<file path="src/rtl/ibe_pkg.sv">
package ibe_pkg;

  typedef enum logic [1:0] {OP_START, OP_STOP, OP_BIT} bit_op_e;
  typedef enum logic [1:0] {K_AW, K_AR, K_TX, K_RX} xfer_e;

  localparam logic [7:0] ST_BERR   = 8'h00;
  localparam logic [7:0] ST_START  = 8'h08;
  localparam logic [7:0] ST_RSTART = 8'h10;
  localparam logic [7:0] ST_AW_ACK = 8'h18;
  localparam logic [7:0] ST_AW_NAK = 8'h20;
  localparam logic [7:0] ST_TX_ACK = 8'h28;
  localparam logic [7:0] ST_TX_NAK = 8'h30;
  localparam logic [7:0] ST_ARB    = 8'h38;
  localparam logic [7:0] ST_AR_ACK = 8'h40;
  localparam logic [7:0] ST_AR_NAK = 8'h48;
  localparam logic [7:0] ST_RX_ACK = 8'h50;
  localparam logic [7:0] ST_RX_NAK = 8'h58;
  localparam logic [7:0] ST_IDLE   = 8'hF8;

  localparam int CB_AAK  = 2;
  localparam int CB_IFLG = 3;
  localparam int CB_STP  = 4;
  localparam int CB_STA  = 5;
  localparam int CB_ENAB = 6;
  localparam int CB_CE   = 7;

  // outcome code of a byte step from its kind and the acknowledge seen on the line
  function automatic logic [7:0] step_code(xfer_e k, logic ack);
    case (k)
      K_AW:    return ack ? ST_AW_ACK : ST_AW_NAK;
      K_AR:    return ack ? ST_AR_ACK : ST_AR_NAK;
      K_TX:    return ack ? ST_TX_ACK : ST_TX_NAK;
      default: return ack ? ST_RX_ACK : ST_RX_NAK;
    endcase
  endfunction

  function automatic xfer_e pick_kind(logic addr_next, logic rd_mode, logic rw_bit);
    if (addr_next) return rw_bit ? K_AR : K_AW;
    return rd_mode ? K_RX : K_TX;
  endfunction

  function automatic logic code_legal(logic [7:0] c);
    case (c)
      ST_BERR, ST_START, ST_RSTART, ST_AW_ACK, ST_AW_NAK, ST_TX_ACK, ST_TX_NAK,
      ST_ARB, ST_AR_ACK, ST_AR_NAK, ST_RX_ACK, ST_RX_NAK, ST_IDLE: return 1'b1;
      default: return 1'b0;
    endcase
  endfunction

endpackage

</file>
<file path="src/rtl/ibe_shreg.sv">
module ibe_shreg #(
  parameter int W = 8
) (
  input  logic         clk,
  input  logic         rst_n,
  input  logic         load,
  input  logic [W-1:0] load_val,
  input  logic         shift,
  input  logic         din,
  output logic [W-1:0] q
);
  always_ff @(posedge clk or negedge rst_n) begin
    if (!rst_n)     q <= '0;
    else if (load)  q <= load_val;
    else if (shift) q <= {q[W-2:0], din};
  end
endmodule

</file>
<file path="src/rtl/ibe_bitctl.sv">
module ibe_bitctl
  import ibe_pkg::*;
(
  input  logic    clk,
  input  logic    rst_n,
  input  logic    tick,
  input  logic    go,
  input  bit_op_e op_i,
  input  logic    tx_i,
  input  logic    chk_i,
  input  logic    sda_i,
  output logic    scl_low_o,
  output logic    sda_low_o,
  output logic    done_o,
  output logic    rx_o,
  output logic    arb_o,
  output logic    berr_o
);
  logic       active;
  logic [1:0] step;
  bit_op_e    op_q;
  logic       tx_q, chk_q;

  always_ff @(posedge clk or negedge rst_n) begin
    if (!rst_n) begin
      active <= 1'b0; step <= '0; op_q <= OP_BIT; tx_q <= 1'b1; chk_q <= 1'b0;
      scl_low_o <= 1'b0; sda_low_o <= 1'b0;
      done_o <= 1'b0; rx_o <= 1'b1; arb_o <= 1'b0; berr_o <= 1'b0;
    end else begin
      done_o <= 1'b0;
      arb_o  <= 1'b0;
      berr_o <= 1'b0;
      if (!active) begin
        if (go) begin
          active <= 1'b1; step <= '0; op_q <= op_i; tx_q <= tx_i; chk_q <= chk_i;
        end
      end else if (tick) begin
        step <= step + 2'd1;
        case (op_q)
          OP_START: case (step)
            2'd0: sda_low_o <= 1'b0;
            2'd1: scl_low_o <= 1'b0;
            2'd2: if (!sda_i) begin
                    scl_low_o <= 1'b0; sda_low_o <= 1'b0;
                    berr_o <= 1'b1; done_o <= 1'b1; active <= 1'b0;
                  end else sda_low_o <= 1'b1;
            default: begin scl_low_o <= 1'b1; done_o <= 1'b1; active <= 1'b0; end
          endcase
          OP_STOP: case (step)
            2'd0: begin scl_low_o <= 1'b1; sda_low_o <= 1'b1; end
            2'd1: scl_low_o <= 1'b0;
            2'd2: sda_low_o <= 1'b0;
            default: begin done_o <= 1'b1; active <= 1'b0; end
          endcase
          default: case (step)
            2'd0: begin scl_low_o <= 1'b1; sda_low_o <= ~tx_q; end
            2'd1: scl_low_o <= 1'b0;
            2'd2: begin
                    rx_o <= sda_i;
                    if (chk_q && tx_q && !sda_i) begin
                      scl_low_o <= 1'b0; sda_low_o <= 1'b0;
                      arb_o <= 1'b1; done_o <= 1'b1; active <= 1'b0;
                    end
                  end
            default: begin scl_low_o <= 1'b1; done_o <= 1'b1; active <= 1'b0; end
          endcase
        endcase
      end
    end
  end
endmodule

</file>
<file path="src/rtl/i2c_step_engine.sv">
module i2c_step_engine
  import ibe_pkg::*;
#(
  parameter int DATA_W = 8
) (
  input  logic              clk,
  input  logic              rst_n,
  input  logic              tick,
  input  logic              reg_wr,
  input  logic              reg_sel,
  input  logic [DATA_W-1:0] reg_wdata,
  output logic [DATA_W-1:0] data_o,
  output logic [7:0]        ctl_o,
  output logic [7:0]        status_o,
  output logic              scl_low_o,
  output logic              sda_low_o,
  input  logic              sda_i
);
  localparam int CNT_W = $clog2(DATA_W);
  localparam logic [CNT_W-1:0] LAST_BIT = CNT_W'(DATA_W - 1);

  typedef enum logic [2:0] {B_IDLE, B_START, B_STOP, B_BITS, B_ACK} bstate_e;

  bstate_e           bstate_q;
  xfer_e             kind_q, kind_nx;
  logic [DATA_W-1:0] data_q, sh_q;
  logic [CNT_W-1:0]  cnt_q;
  logic              aak_q, iflg_q, stp_q, sta_q, enab_q, ce_q;
  logic              owned_q, addr_next_q, rd_mode_q;
  logic              bit_go_q, bit_tx_q, bit_chk_q;
  bit_op_e           bit_op_q;
  logic              bit_done, bit_rx, bit_arb, bit_berr;

  // named events used by the engine and by the bound checker
  logic ctl_wr, go_ok, launch_start, launch_stop, launch_byte, sh_shift, stop_fin;

  always_comb begin
    ctl_wr       = (bstate_q == B_IDLE) && reg_wr && reg_sel;
    go_ok        = ctl_wr && reg_wdata[CB_ENAB] && !(iflg_q && reg_wdata[CB_IFLG]);
    launch_start = go_ok && reg_wdata[CB_STA];
    launch_stop  = go_ok && !reg_wdata[CB_STA] && reg_wdata[CB_STP];
    launch_byte  = go_ok && !reg_wdata[CB_STA] && !reg_wdata[CB_STP] && owned_q;
    kind_nx      = pick_kind(addr_next_q, rd_mode_q, data_q[0]);
    sh_shift     = (bstate_q == B_BITS) && bit_done && !bit_arb;
    stop_fin     = (bstate_q == B_STOP) && bit_done;
  end

  ibe_shreg #(.W(DATA_W)) u_sh (
    .clk(clk), .rst_n(rst_n), .load(launch_byte), .load_val(data_q),
    .shift(sh_shift), .din(bit_rx), .q(sh_q)
  );

  ibe_bitctl u_bit (
    .clk(clk), .rst_n(rst_n), .tick(tick), .go(bit_go_q), .op_i(bit_op_q),
    .tx_i(bit_tx_q), .chk_i(bit_chk_q), .sda_i(sda_i),
    .scl_low_o(scl_low_o), .sda_low_o(sda_low_o), .done_o(bit_done),
    .rx_o(bit_rx), .arb_o(bit_arb), .berr_o(bit_berr)
  );

  always_ff @(posedge clk or negedge rst_n) begin
    if (!rst_n) begin
      bstate_q <= B_IDLE; kind_q <= K_AW; data_q <= '0; cnt_q <= '0;
      status_o <= ST_IDLE;
      {ce_q, enab_q, sta_q, stp_q, iflg_q, aak_q} <= '0;
      owned_q <= 1'b0; addr_next_q <= 1'b0; rd_mode_q <= 1'b0;
      bit_go_q <= 1'b0; bit_op_q <= OP_BIT; bit_tx_q <= 1'b1; bit_chk_q <= 1'b0;
    end else begin
      bit_go_q <= 1'b0;
      case (bstate_q)
        B_IDLE: begin
          if (reg_wr && !reg_sel) data_q <= reg_wdata;
          if (ctl_wr) begin
            aak_q  <= reg_wdata[CB_AAK];
            stp_q  <= reg_wdata[CB_STP];
            sta_q  <= reg_wdata[CB_STA];
            enab_q <= reg_wdata[CB_ENAB];
            ce_q   <= reg_wdata[CB_CE];
            iflg_q <= iflg_q & reg_wdata[CB_IFLG];
          end
          if (launch_start) begin
            bstate_q <= B_START; status_o <= ST_IDLE;
            bit_go_q <= 1'b1; bit_op_q <= OP_START; bit_tx_q <= 1'b1; bit_chk_q <= 1'b0;
          end else if (launch_stop) begin
            bstate_q <= B_STOP; status_o <= ST_IDLE;
            bit_go_q <= 1'b1; bit_op_q <= OP_STOP; bit_tx_q <= 1'b1; bit_chk_q <= 1'b0;
          end else if (launch_byte) begin
            bstate_q <= B_BITS; status_o <= ST_IDLE; kind_q <= kind_nx; cnt_q <= '0;
            bit_go_q <= 1'b1; bit_op_q <= OP_BIT;
            bit_tx_q  <= (kind_nx == K_RX) ? 1'b1 : data_q[DATA_W-1];
            bit_chk_q <= (kind_nx != K_RX);
          end
        end
        B_START: if (bit_done) begin
          bstate_q <= B_IDLE; sta_q <= 1'b0; iflg_q <= 1'b1;
          if (bit_berr) begin
            status_o <= ST_BERR; owned_q <= 1'b0;
          end else begin
            status_o <= owned_q ? ST_RSTART : ST_START;
            owned_q <= 1'b1; addr_next_q <= 1'b1;
          end
        end
        B_STOP: if (bit_done) begin
          bstate_q <= B_IDLE; stp_q <= 1'b0; owned_q <= 1'b0; status_o <= ST_IDLE;
        end
        B_BITS: if (bit_done) begin
          if (bit_arb) begin
            bstate_q <= B_IDLE; status_o <= ST_ARB; owned_q <= 1'b0; iflg_q <= 1'b1;
          end else if (cnt_q == LAST_BIT) begin
            bstate_q <= B_ACK;
            bit_go_q <= 1'b1; bit_op_q <= OP_BIT; bit_chk_q <= 1'b0;
            bit_tx_q <= (kind_q == K_RX) ? ~aak_q : 1'b1;
          end else begin
            cnt_q <= cnt_q + 1'b1;
            bit_go_q <= 1'b1; bit_op_q <= OP_BIT;
            bit_tx_q  <= (kind_q == K_RX) ? 1'b1 : sh_q[DATA_W-2];
            bit_chk_q <= (kind_q != K_RX);
          end
        end
        default: if (bit_done) begin
          bstate_q <= B_IDLE; iflg_q <= 1'b1; addr_next_q <= 1'b0;
          status_o <= step_code(kind_q, !bit_rx);
          if (kind_q == K_AR) rd_mode_q <= 1'b1;
          if (kind_q == K_AW) rd_mode_q <= 1'b0;
          if (kind_q == K_RX) data_q <= sh_q;
        end
      endcase
    end
  end

  assign data_o = data_q;
  assign ctl_o  = {ce_q, enab_q, sta_q, stp_q, iflg_q, aak_q, 2'b00};

endmodule

</file>
<file path="config.mk">
export PLATFORM = sky130hd
export DESIGN_NAME = i2c_step_engine
export DESIGN_NICKNAME = d
export VERILOG_FILES = /design/src/rtl/ibe_pkg.sv /design/src/rtl/ibe_shreg.sv /design/src/rtl/ibe_bitctl.sv /design/src/rtl/i2c_step_engine.sv
export SDC_FILE = /design/constraint.sdc
export NUM_CORES = 1
export LEC_CHECK = 0
export ABC_AREA = 1
export CAP_MARGIN = 20
export CORE_MARGIN = 1
export CORE_UTILIZATION = 45
export DETAILED_ROUTE_END_ITERATION = 7
export PLACE_DENSITY = 0.68
export SYNTH_ARGS = -nofsm -noshare
export SYNTH_HDL_FRONTEND = slang
export SYNTH_SLANG_ARGS = --single-unit
</file>
<file path="constraint.sdc">
create_clock -name clk -period 2.48 [get_ports clk]
set_clock_uncertainty 0.2 [all_clocks]
set_input_delay 0.744 -clock clk [delete_from_list [all_inputs] [get_ports clk]]
set_output_delay 0.744 -clock clk [all_outputs]
set_load 0.005 [all_outputs]
</file>
==> run metrics <==
CP Launch Type flop; Setup crit end kind primary output; max-slew violations 0; met3 Use GR 3.38%; setup_tns 0 ns; maximum vdd drop 539 uV; CP top delay family flip-flops; clk sinks 56; per-cell routed wire length 13.0 um; Initial DRC Count 151; die area 6940 um^2; CTS Hold Bufs 0; total grt overflow 0; RSZ-0062 raised after global routing false; CTS buffer count 5; highest clock rate 0.437 GHz; ANT cells 0; Max FO, Critical Path 2; simple-gate share of the synthesized area 23.3%; most common cell in the netlist nand2_1; GR Util met1 27.3%; Final ANT Viol Nets 0; Mapped Cells 363; top cell type by total area after synthesis dfrtp_1; kind of critical path reg2out; met2 global-route usage 33.0%; FP Rows 29; Post-Synth Adder-Cell Area 2.52%; IO buf count 34; HPWL Detailed 4.76 mm; CP max-delay cell dfstp_2; H-tree levels 2; clk buf depth 2; worst min-delay path class in2async; Root Driver clkbuf_8; post-synthesis sequential area ratio 47.5%; die width 83.3 um; Pleak 1.71 nW; ys flop type dfrtp_1; critical path cell sequence clkdlybuf4s50_1; mux share of post-synthesis cell area 0%; Critical Path AT 1.35 ns; ys async rst share 100%; share of the synthesized area in the top cell type 38.7%; xor/xnor share of the synthesized area 0%; initial antenna violation count 0; Distinct cells, synth 36; Vert. Die Dim 83.3 um; First-pass DRT Iterations 4; Vias 2452; CTS tree yes; largest family of logic cells by synthesized area simple AND/OR/NAND/NOR gates; CP Data Required Time 1.54 ns; Area contributors post-synth dfrtp_1 39%, nand2_1 10%, dfstp_2 8.8%; layout cells sized above 1 12.8%; DR DRC count 0; Compound-Gate Fraction of Synth Area 15.6%; outcome completed; Post-CTS Resized 0; vias per std cell 5.07; pwr dens 1100 nW/um^2; Crit path buffers/inverters 1; Synth Warn # 0; busiest grt layer met2; crit share post-route 92.4%; Post-CTS Repair Setup Buffers 0; area growth from synthesis to layout 18.6%; Routed WL 6.31 mm; starting density of the core 46.9%; delay of the slowest cell on the worst path 0.55 ns; syn_area_per_cell 8.20 um^2; Period minus WS final 2.29 ns; Placeable Area 6350 um^2; EDFF count, synth 0; Final #Nets 427; GRT Total Usage 19.9%; Post-DP Area 3430 um^2; min setup slack post-route 0.189 ns; Final Hold Viols 0; worst slack, placed 0.000961 ns; post-layout util 55.6%; Setup-failing EPs final 0; Max-cap violations 0; number of global-route vias before repair 2424; first-pass GRT wire length 11.2 mm; final instance area 3530 um^2; Worst-path clk slew 0.10 ns; Fillers 608; worst skew pair latency 0.31 ns; Ports 40; largest net degree at the start of global routing 57; most frequent cells after synthesis 81 x nand2_1, 51 x inv_1, 46 x dfrtp_1; gp weighted congestion 0.827; area of the mapped netlist 2980 um^2; #FFs+latches synth 56
## worst paths after layout
path                       cells past startpoint           to         from  slack (ns)
min in group clk                               2  status_o[4]  status_o[4]        0.27
min                                            2    data_o[1]        rst_n        0.22
max                                            1  status_o[7]  status_o[7]        0.19
max in group asynchronous                      2   u_bit.rx_o        rst_n        1.56
min reg2reg                                    2  status_o[4]  status_o[4]        0.27
max reg2reg                                    8    data_o[2]  bstate_q[2]        0.48
## logic make-up after synthesis
family                     count (synthesis)
and+or+nand+nor                          149
AOI/OAI and AO/OA                         81
buffers and inverters                     70
DFF                                       56
adders and majority gates                  6
other                                      1
## power by group
part,total [mW],internal (mW),switching [mW],leakage [nW]
clock network,0.531,0.249,0.281,0.0503
logic,1.80,0.803,0.996,1.00
registers,1.56,1.31,0.245,0.657
## cell type report
| type | count | area [um^2] | share of cell area, % |
|---|---|---|---|
| tap | 77 | 96.3 | 2.73 |
| inverter | 52 | 195 | 5.53 |
| multi-input combinational | 241 | 1250 | 35.5 |
| clock buffer | 7 | 96.3 | 2.73 |
| sequential | 56 | 1410 | 40.0 |
| timing repair buffer | 51 | 475 | 13.5 |
## sequential cells by signal, indices dropped and copies added, names as in the netlist, 2 cells and up
name	count
bstate_q	3
u_bit.op_q	2
data_o	8
cnt_q	3
u_sh.q	8
u_bit.step	2
bit_op_q	2
kind_q	2
status_o	5
## cells in the final DEF (no fill, tap or decap), drive strengths merged
master,instances
or2,1
nor3b,1
dfstp,10
nand3,26
o221ai,5
clkbuf,7
nand2,83
a211oi,1
a21oi,14
nor2,25
buf,18
nand4,11
o41ai,1
o21ai,45
a31oi,5
dfrtp,46
o21a,2
inv,52
clkdlybuf4s50,33
nor3,2
o22ai,4
conb,5
o211ai,4
ha,6
## per-layer routing
metal	share of wire (%)	up-vias
met2	47	48
met4	0.93	0
met1	48	1127
met5	0	-
met3	4.3	5
li1	-	1272
## stage by stage
step                      total power [mW]  cells  hold slack (ns)
after floorplan                       2.70    367            0.248
after global placement                3.36    477            0.255
after detailed placement              3.39    477            0.254
after CTS                             3.93    484            0.234
after global routing                  4.25    484            0.245
final                                 3.89    484            0.217
(Power assumes the default switching activity.)
